## src/rtl/gtimer_pkg.sv

```systemverilog
package gtimer_pkg;
    localparam int unsigned DW     = 32;
    localparam int unsigned AW     = 12;
    localparam int unsigned CNT_W  = 2 * DW;
    localparam int unsigned NSLOT  = 6;

    localparam logic [AW-1:0] A_CNT_LO = 12'h100;
    localparam logic [AW-1:0] A_CNT_HI = 12'h104;
    localparam logic [AW-1:0] A_CNT_WS = 12'h110;
    localparam logic [AW-1:0] A_CMP_LO = 12'h200;
    localparam logic [AW-1:0] A_CMP_HI = 12'h204;
    localparam logic [AW-1:0] A_STEP   = 12'h208;
    localparam logic [AW-1:0] A_CTRL   = 12'h240;
    localparam logic [AW-1:0] A_EVT    = 12'h244;
    localparam logic [AW-1:0] A_IEN    = 12'h248;
    localparam logic [AW-1:0] A_REG_WS = 12'h24C;

    // slot order used for pending writes and settle flags
    localparam int unsigned S_CNT_LO = 0;
    localparam int unsigned S_CNT_HI = 1;
    localparam int unsigned S_CMP_LO = 2;
    localparam int unsigned S_CMP_HI = 3;
    localparam int unsigned S_STEP   = 4;
    localparam int unsigned S_CTRL   = 5;

    localparam int unsigned C_CMP_EN = 0;
    localparam int unsigned C_AUTO   = 1;
    localparam int unsigned C_RUN    = 8;

    localparam int unsigned WS_CTRL_BIT = 16;

    function automatic logic [AW-1:0] slot_addr(input int unsigned s);
        case (s)
            S_CNT_LO: slot_addr = A_CNT_LO;
            S_CNT_HI: slot_addr = A_CNT_HI;
            S_CMP_LO: slot_addr = A_CMP_LO;
            S_CMP_HI: slot_addr = A_CMP_HI;
            S_STEP:   slot_addr = A_STEP;
            default:  slot_addr = A_CTRL;
        endcase
    endfunction
endpackage

```

## src/rtl/gtimer_wslot.sv

```systemverilog
module gtimer_wslot #(
    parameter int unsigned W   = 32,
    parameter int unsigned LAT = 4
) (
    input  logic         clk,
    input  logic         rst_n,
    input  logic         wr,
    input  logic [W-1:0] wdata,
    output logic         apply,
    output logic [W-1:0] value
);
    localparam int unsigned CW = (LAT > 1) ? $clog2(LAT) : 1;
    localparam logic [CW-1:0] RELOAD = CW'(LAT - 1);

    typedef enum logic {SLOT_IDLE, SLOT_HOLD} slot_e;

    slot_e         state_q, state_d;
    logic [CW-1:0] cnt_q;
    logic [W-1:0]  hold_q;

    always_comb begin
        state_d = state_q;
        unique case (state_q)
            SLOT_IDLE: if (wr) state_d = SLOT_HOLD;
            SLOT_HOLD: begin
                if (wr)               state_d = SLOT_HOLD;
                else if (cnt_q == '0) state_d = SLOT_IDLE;
                else                  state_d = SLOT_HOLD;
            end
        endcase
    end

    always_ff @(posedge clk) begin
        if (!rst_n) begin
            state_q <= SLOT_IDLE;
            cnt_q   <= '0;
            hold_q  <= '0;
        end else begin
            state_q <= state_d;
            if (wr) begin
                cnt_q  <= RELOAD;
                hold_q <= wdata;
            end else if (state_q == SLOT_HOLD && cnt_q != '0) begin
                cnt_q <= cnt_q - 1'b1;
            end
        end
    end

    always_comb begin
        apply = 1'b0;
        unique case (state_q)
            SLOT_IDLE: apply = 1'b0;
            SLOT_HOLD: apply = (cnt_q == '0) && !wr;
        endcase
        value = hold_q;
    end
endmodule

```

## src/rtl/gtimer_flags.sv

```systemverilog
module gtimer_flags #(
    parameter int unsigned N = 6
) (
    input  logic         clk,
    input  logic         rst_n,
    input  logic [N-1:0] set,
    input  logic [N-1:0] clr,
    output logic [N-1:0] flags
);
    for (genvar i = 0; i < N; i++) begin : g_flag
        always_ff @(posedge clk) begin
            if (!rst_n)      flags[i] <= 1'b0;
            else if (set[i]) flags[i] <= 1'b1;
            else if (clr[i]) flags[i] <= 1'b0;
        end
    end
endmodule

```

## src/rtl/gtimer_core.sv

```systemverilog
module gtimer_core
    import gtimer_pkg::*;
(
    input  logic                      clk,
    input  logic                      rst_n,
    input  logic [NSLOT-1:0]          apply,
    input  logic [NSLOT-1:0][DW-1:0]  sval,
    input  logic                      evt_clr,
    input  logic                      ien_we,
    input  logic                      ien_val,
    output logic [CNT_W-1:0]          count,
    output logic [CNT_W-1:0]          cmp,
    output logic [DW-1:0]             step,
    output logic [DW-1:0]             ctrl,
    output logic                      match,
    output logic                      evt,
    output logic                      inten
);
    assign match = ctrl[C_CMP_EN] && (count == cmp);

    always_ff @(posedge clk) begin
        if (!rst_n) begin
            count <= '0;
        end else if (apply[S_CNT_LO]) begin
            count <= {count[CNT_W-1:DW], sval[S_CNT_LO]};
        end else if (apply[S_CNT_HI]) begin
            count <= {sval[S_CNT_HI], count[DW-1:0]};
        end else if (ctrl[C_RUN]) begin
            count <= count + 1'b1;
        end
    end

    always_ff @(posedge clk) begin
        if (!rst_n) begin
            cmp <= '0;
        end else if (apply[S_CMP_LO]) begin
            cmp <= {cmp[CNT_W-1:DW], sval[S_CMP_LO]};
        end else if (apply[S_CMP_HI]) begin
            cmp <= {sval[S_CMP_HI], cmp[DW-1:0]};
        end else if (match && ctrl[C_AUTO]) begin
            cmp <= cmp + {{(CNT_W-DW){1'b0}}, step};
        end
    end

    always_ff @(posedge clk) begin
        if (!rst_n) begin
            step  <= '0;
            ctrl  <= '0;
            evt   <= 1'b0;
            inten <= 1'b0;
        end else begin
            if (apply[S_STEP]) step <= sval[S_STEP];
            if (apply[S_CTRL]) ctrl <= sval[S_CTRL];
            if (match)         evt  <= 1'b1;
            else if (evt_clr)  evt  <= 1'b0;
            if (ien_we)        inten <= ien_val;
        end
    end
endmodule

```

## src/rtl/gtimer_rdmux.sv

```systemverilog
module gtimer_rdmux
    import gtimer_pkg::*;
(
    input  logic [AW-1:0]    addr,
    input  logic [CNT_W-1:0] count,
    input  logic [CNT_W-1:0] cmp,
    input  logic [DW-1:0]    step,
    input  logic [DW-1:0]    ctrl,
    input  logic             evt,
    input  logic             inten,
    input  logic [NSLOT-1:0] flags,
    output logic [DW-1:0]    rdata
);
    logic [DW-1:0] cnt_ws, reg_ws;

    always_comb begin
        cnt_ws = '0;
        cnt_ws[0] = flags[S_CNT_LO];
        cnt_ws[1] = flags[S_CNT_HI];
        reg_ws = '0;
        reg_ws[0] = flags[S_CMP_LO];
        reg_ws[1] = flags[S_CMP_HI];
        reg_ws[2] = flags[S_STEP];
        reg_ws[WS_CTRL_BIT] = flags[S_CTRL];
    end

    always_comb begin
        unique case (addr)
            A_CNT_LO: rdata = count[DW-1:0];
            A_CNT_HI: rdata = count[CNT_W-1:DW];
            A_CNT_WS: rdata = cnt_ws;
            A_CMP_LO: rdata = cmp[DW-1:0];
            A_CMP_HI: rdata = cmp[CNT_W-1:DW];
            A_STEP:   rdata = step;
            A_CTRL:   rdata = ctrl;
            A_EVT:    rdata = {{(DW-1){1'b0}}, evt};
            A_IEN:    rdata = {{(DW-1){1'b0}}, inten};
            A_REG_WS: rdata = reg_ws;
            default:  rdata = '0;
        endcase
    end
endmodule

```

## src/rtl/gtimer_top.sv

```systemverilog
module gtimer_top
    import gtimer_pkg::*;
#(
    parameter int unsigned WRITE_LATENCY = 4
) (
    input  logic          clk,
    input  logic          rst_n,
    input  logic [11:0]   bus_addr,
    input  logic [31:0]   bus_wdata,
    input  logic          bus_we,
    output logic [31:0]   bus_rdata,
    output logic          irq
);
    logic [NSLOT-1:0]         slot_wr, apply, flag_clr, flags;
    logic [NSLOT-1:0][DW-1:0] slot_val;
    logic [CNT_W-1:0]         count, cmp_val;
    logic [DW-1:0]            step_val, ctrl_q;
    logic                     match, evt, inten;
    logic                     cws_wr, rws_wr, evt_clr, ien_we;

    for (genvar s = 0; s < NSLOT; s++) begin : g_slot
        assign slot_wr[s] = bus_we && (bus_addr == slot_addr(s));
        gtimer_wslot #(.W(DW), .LAT(WRITE_LATENCY)) u_slot (
            .clk   (clk),
            .rst_n (rst_n),
            .wr    (slot_wr[s]),
            .wdata (bus_wdata),
            .apply (apply[s]),
            .value (slot_val[s])
        );
    end

    assign cws_wr  = bus_we && (bus_addr == A_CNT_WS);
    assign rws_wr  = bus_we && (bus_addr == A_REG_WS);
    assign evt_clr = bus_we && (bus_addr == A_EVT) && bus_wdata[0];
    assign ien_we  = bus_we && (bus_addr == A_IEN);

    always_comb begin
        flag_clr           = '0;
        flag_clr[S_CNT_LO] = cws_wr && bus_wdata[0];
        flag_clr[S_CNT_HI] = cws_wr && bus_wdata[1];
        flag_clr[S_CMP_LO] = rws_wr && bus_wdata[0];
        flag_clr[S_CMP_HI] = rws_wr && bus_wdata[1];
        flag_clr[S_STEP]   = rws_wr && bus_wdata[2];
        flag_clr[S_CTRL]   = rws_wr && bus_wdata[WS_CTRL_BIT];
    end

    gtimer_flags #(.N(NSLOT)) u_flags (
        .clk   (clk),
        .rst_n (rst_n),
        .set   (apply),
        .clr   (flag_clr),
        .flags (flags)
    );

    gtimer_core u_core (
        .clk     (clk),
        .rst_n   (rst_n),
        .apply   (apply),
        .sval    (slot_val),
        .evt_clr (evt_clr),
        .ien_we  (ien_we),
        .ien_val (bus_wdata[0]),
        .count   (count),
        .cmp     (cmp_val),
        .step    (step_val),
        .ctrl    (ctrl_q),
        .match   (match),
        .evt     (evt),
        .inten   (inten)
    );

    gtimer_rdmux u_rd (
        .addr  (bus_addr),
        .count (count),
        .cmp   (cmp_val),
        .step  (step_val),
        .ctrl  (ctrl_q),
        .evt   (evt),
        .inten (inten),
        .flags (flags),
        .rdata (bus_rdata)
    );

    assign irq = evt && inten;
endmodule

```

## config.mk

```make
export PLATFORM = sky130hd
export DESIGN_NAME = gtimer_top
export DESIGN_NICKNAME = d
export VERILOG_FILES = /design/src/rtl/gtimer_pkg.sv /design/src/rtl/gtimer_wslot.sv /design/src/rtl/gtimer_flags.sv /design/src/rtl/gtimer_core.sv /design/src/rtl/gtimer_rdmux.sv /design/src/rtl/gtimer_top.sv
export SDC_FILE = /design/constraint.sdc
export NUM_CORES = 1
export LEC_CHECK = 0
export ABC_CLOCK_PERIOD_IN_PS = 6600
export CAP_MARGIN = 5
export CORE_MARGIN = 2
export CORE_UTILIZATION = 27
export CTS_BUF_LIST = sky130_fd_sc_hd__clkbuf_8
export CTS_CLUSTER_SIZE = 14
export DETAILED_ROUTE_END_ITERATION = 16
export PLACE_DENSITY_LB_ADDON = 0.12
export SYNTH_ARGS = -nofsm -noshare
export SYNTH_HDL_FRONTEND = slang
export SYNTH_SLANG_ARGS = --single-unit
```

## constraint.sdc

```tcl
create_clock -name clk -period 6.6 [get_ports clk]
set_input_delay 0.66 -clock clk [delete_from_list [all_inputs] [get_ports clk]]
set_output_delay 0.66 -clock clk [all_outputs]
set_load 0.005 [all_outputs]
```

=== Word-level counts from Yosys, hierarchy flattened ===
Index checks and enable logic that the tools add are counted.

* Latch bits: 0
* Output and inout bits: 33
* Bits in registers: 410
* RAM bits: 0
* Memory bits (read-only): 0
* Memories: 0
* Word-level logic and storage cells: 195

* Magnitude comparators: 0
* Add/subtract/negate cells: 8
* Bitwise logic cells: 8
* Multiply operators: 0
* Equality and inequality tests: 13
* Div/mod/pow operators: 0
* Reductions and logical operators: 71
* Multiplexer cells: 63
* Shift-type cells: 0

{| class="wikitable"
|+ Operators with widths
! cell !! number
|-
| one-hot mux 32 bit (10 select lines) || 1
|-
| two-way mux 64 bit || 4
|-
| == test 12 x 10 -> 1 bit, second input constant || 7
|-
| adder 64 x 1 -> 64 bit, second input constant || 1
|-
| adder 64 x 32 -> 64 bit || 1
|-
| == test 64 bit || 1
|-
| two-way mux 32 bit || 2
|-
| nonzero test 2 bit || 23
|-
| == test 12 x 9 -> 1 bit, second input constant || 3
|-
| logical AND 1 bit || 32
|-
| two-way mux 1 bit || 32
|-
| two-way mux 2 bit || 12
|-
| one-hot mux 1 bit (2 select lines) || 12
|-
| logical NOT 2 bit || 6
|-
| subtractor 2 x 1 -> 2 bit, second input constant || 6
|-
| NOT 1 bit || 8
|-
| AND reduction 2 bit || 4
|-
| logical NOT 1 bit || 6
|-
| inequality test 2 bit, second input constant || 2
|}

=== Longest topological paths before layout ===
* Depth after elaboration: 7
* Gate-level depth with buffers: 12
* Depth with buffers taken out: 10

=== By module ===
Synthesis repeated with hierarchy kept, for this count alone.

* Cell total of the unflattened synthesis: 2,571
* Area total of the unflattened synthesis: 22,988.3 um^2

{| class="wikitable"
|+ By module, submodules not included
! module !! cells each !! area an instance (um^2) !! instances !! sequential area each (um^2)
|-
| gtimer_core || 1,583 || 12,363.1 || 1 || 3,883.7
|-
| gtimer_wslot || 118 || 1,383.8 || 6 || 700.7
|-
| gtimer_rdmux || 228 || 1,824.2 || 1 || 0.0
|-
| gtimer_top || 34 || 250.2 || 1 || 0.0
|-
| gtimer_flags || 18 || 247.7 || 1 || 120.1
|}

=== Worst setup path after synthesis ===
Ideal clock, no wire load.

* Path kind: input-to-output
* Start point: input bus_addr[6]
* End point: output bus_rdata[1]
* Stages on the path: 7
* Path slack: 3,661 ps
* Path buffers: 3
* Arrival: 2,279 ps
* Path through: nor4_2 > clkbuf_1 > and3_1 > clkbuf_1 > clkbuf_1 > a222oi_1 > nand3_1

* Longest elaborated chain between the ends: 2

{| class="wikitable"
|+ RTL lines
! element !! line !! RTL
|-
| start: declaration || gtimer_top.sv:8 || <nowiki>input logic [11:0] bus_addr,</nowiki>
|-
| == test 12 x 10 -> 1 bit or == test 12 x 9 -> 1 bit (tied branches) || gtimer_rdmux.sv:28 || <nowiki>unique case (addr)</nowiki>
|-
| one-hot mux 32 bit (10 select lines) * || gtimer_rdmux.sv:28 ||
|-
| end: declaration || gtimer_top.sv:11 || <nowiki>output logic [31:0] bus_rdata,</nowiki>
|}

Every way passes the cells marked *; elsewhere a longest branch is shown, timed or not.

=== Final worst setup path ===
* Start point: input bus_addr[11]
* End point: output bus_rdata[2]

The elaborated chain is that of the path after synthesis.

==> summary.md <==
| Metric | Value |
|---|---|
| Crit path time final | `approximately 4.9 ns` |
| Switching power | `roughly 1.4 mW` |
| Unrepaired setup endpoints after global routing | `false` |
| Number of instances in the synthesized netlist | `2775` |
| Part of the total power dissipated in combinational logic | `0.030` |
| Routability cong. | `roughly 1.0` |
| Post-Place Cells | `3721` |
| Final layout net count | `approximately 2.9k` |
| Hold_ws | `between 0.4 and 0.5 ns` |
| Synth Register Bits | `410` |
| Fraction of power spent switching nets | `0.250` |
| Clock power share | `0.514` |
| Worst slack, placed | `1.83 ns` |
| Nets in the synthesized netlist | `2862` |
| Vias post-DR | `between 20k and 25k` |
| Number of cells upsized or downsized after cts | `0` |
| Most instantiated flip-flop cell in the synthesis netlist | `dfxtp_1` |
| CTS sink cnt | `410` |
| Area share of the largest cell type after synthesis | `0.391` |
| Number of synthesized flops with an enable pin | `0` |
| Fraction of the cycle the final worst path needs | `0.743` |
| Slew Viols, Final | `0` |
| Iter 0 DRT Violations | `approximately 2.7k` |
| Distinct cell type count of the synthesized netlist | `85` |
| Critical path class | `in2out` |
| Height of the die | `283 um` |
| Final setup violation count | `0` |
| Fraction of layout cells with a size suffix above 1 | `0.0750` |
| Status | `finished, final reports clean` |
| Yosys warns | `0` |
| Pin count of the biggest net entering global routing | `91` |
| Worst relative slew slack | `0.171` |
| Top-level port count | `80` |
| Transition time at the pin with the least slew margin | `1.24 ns` |
| Share of flip-flops with an asynchronous set or reset after synthesis | `0` |
| Seq pwr share | `0.455` |
| ANT nets after route | `0` |
| Final Instance Count excl. Fillers | `3867` |
| Core area | `0.0772 mm2` |
| Synth area leader | `dfxtp_1` |
| Remaining design rule violation count | `0` |
| Crit end category | `output pin` |
| Port Buffers | `between 70 and 80` |
| Final clock skew | `0.0451 ns` |
| Width of the chip | `around 280 um` |
| Via count of the first global-routing pass | `20.2k` |
| Wire length of the first global-routing pass | `approximately 160 mm` |
| Post-CTS setup repair buffer count | `0` |
| Clock-pin slew on the worst setup and hold paths | `0.06 ns` |
| Post-layout utilization of the core | `0.315` |
| First-pass detailed-route iteration total | `8` |
| Count of standard-cell rows | `between 100 and 150` |
| # hold bufs at CTS | `0` |
| Synth Area per Inst | `7.56 um2` |
| Wire length reported by the detailed router | `between 100 and 150 mm` |
| Initial standard-cell utilization of the core | `0.272` |
| Vias per Instance | `5.62` |
| Remaining Overflow, GRT | `0` |
| CTS tree | `yes` |
| Worst hold-check path type | `reg2reg` |
| Maximum frequency from static timing analysis | `between 200 and 250 MHz` |
| Number of H-tree levels | `3` |
| CTS Buffer Depth | `3` |
| Clock root buffer | `clkbuf_8` |
| Arrival time worst endpoint | `4.25 ns` |
| Antenna violations before repair | `6` |
| Leakage | `around 7.9 nW` |
| Skew-Pair Late Insertion Delay | `0.70 ns` |
| Total Negative Setup Slacks | `0 ns` |
| Full die area | `~0.08 mm2` |
| Synth Cell Area | `between 0.02 and 0.025 mm2` |
| Routed length per instance | `a little under 30 um` |
| Worst endpoint required time | `about 5.9 ns` |
| HPWL reported at the end of detailed placement | `about 80 mm` |
| Proportion of synthesized chip area in sequential cells | `0.391` |
| Number of buffers created by CTS | `81` |
| Hold Vio Cnt, Final | `0` |
| Biggest area contributors in the synthesized netlist | `dfxtp_1 39%, nand2_1 13%, a21oi_1 9.5%` |
| Setup ws final | `approximately 1.7 ns` |
| Max Fanout on Critical Path | `25` |
| Critical path startpoint category | `input port` |
| Int Power | `4.08 mW` |
| Peak supply drop | `roughly 170 uV` |
| Total routing usage reported by global routing | `0.277` |
| Pwr dens | `223 mW/mm2` |
| Syn-to-layout area delta | `16.1%` |
| Maximum capacitance violations | `0` |
-- cells in the mapped netlist (4+ instances only) --
cell type,instances
a211o_1,5
a211oi_1,46
a21o_1,14
a21oi_1,397
a222oi_1,62
a22oi_1,15
a311oi_1,8
a31oi_1,23
a32o_1,9
and2_1,20
and3_1,33
and4_1,19
buf_1,7
buf_2,40
clkbuf_1,169
dfxtp_1,410
ha_1,39
inv_1,35
mux2i_1,12
nand2_1,704
nand2b_1,16
nand3_1,63
nand4_1,53
nor2_1,150
nor2b_1,16
nor3_1,31
nor4_1,11
nor4_2,4
o2111ai_1,7
o211ai_1,10
o21a_1,4
o21ai_0,97
o21bai_1,6
o221ai_1,10
o22ai_1,16
o31a_1,4
o31ai_1,11
o41ai_1,10
or3_1,11
xnor2_1,79
xor2_1,23
-- power by group through the flow --
stage          Combinational [mW]  Sequential [mW]  Clock, mW
6_report                    0.165             2.48       2.80
5_1_grt                     0.170             2.47       2.97
4_1_cts                     0.166             2.48       2.86
3_5_place_dp                0.166             2.53          0
3_3_place_gp                0.167             2.53          0
2_1_floorplan              0.0511             2.53          0
-- area by class of cell --
| cell class | instances | area, um2 |
|---|---|---|
| Fill cell | 8333 | 52900 |
| Multi-Input combinational cell | 2110 | 11800 |
| Sequential cell | 410 | 8210 |
| Clock buffer | 100 | 1380 |
| Tap cell | 1040 | 1300 |
| Timing Repair Buffer | 127 | 1160 |
| Clock inverter | 44 | 340 |
| Inverter | 35 | 139 |
| Antenna cell | 1 | 2.50 |
-- layer usage --
layer / up-vias / global-route usage / part of all wire
met4: 0 / 0.122 / 0.050
met5: - / 0 / 0
met2: 951 / 0.436 / 0.44
li1: 9850 / - / -
met3: 203 / 0.0367 / 0.061
met1: 10739 / 0.379 / 0.45
-- worst max-delay path, cell delays in order --
cell and delay, ns:
clkdlybuf4s50_1 0.48, nor4b_2 0.72, and3_1 1.11, buf_4 0.35
a222oi_1 0.13, nand3_1 0.24, clkdlybuf4s50_1 0.55
-- logic make-up after synthesis --
| family | synth area share |
|---|---|
| AO/OA/AOI/OAI | 0.240 |
| XOR/XNOR | 0.0426 |
| adder cells (fa/ha/maj) | 0.0242 |
| multiplexers | 0.00627 |
| AND/OR/NAND/NOR | 0.247 |
| flip-flops | 0.391 |
| buffers and inverters | 0.0484 |
-- layout by cell type (no fill, tap or decap), types with 58 or more instances in the layout --
| master | instances |
|---|---|
| nand2_1 | 704 |
| dfxtp_1 | 410 |
| a21oi_1 | 397 |
| nor2_1 | 146 |
| clkbuf_8 | 100 |
| o21ai_0 | 96 |
| xnor2_1 | 79 |
| clkdlybuf4s50_1 | 78 |
| a222oi_1 | 62 |
| nand3_1 | 60 |
| inv_1 | 58 |
-- flip-flops by register name, indices dropped and copies added, names as in the netlist --
register and count:
g_slot.u_slot.value 192, u_core.cmp 64, u_core.count 64, u_core.ctrl 32, u_core.step 32, g_slot.u_slot.cnt_q 12
g_slot.u_slot.state_q 6, u_flags.flags 6, u_core.evt 1, u_core.inten 1
-- per-stage QoR --
step	area, um2	total power [mW]
floorplan	21000	2.58
global placement	22600	2.70
detailed placement	22600	2.70
CTS	24300	5.50
global route	24300	5.62
finish	24300	5.44
-- path summary, 6_finish.rpt --
check,cells past startpoint,startpoint,slack [ns],to
worst max-delay path,7,bus_addr[11],1.69,bus_rdata[2]
worst min-delay path,2,g_slot[2].u_slot.value[2],0.43,u_core.cmp[2]
worst max register to register,10,u_core.cmp[0],2.50,u_core.cmp[40]
worst min register to register,2,g_slot[2].u_slot.value[2],0.43,u_core.cmp[2]
No activity file was read; power rests on OpenSTA's default activity.
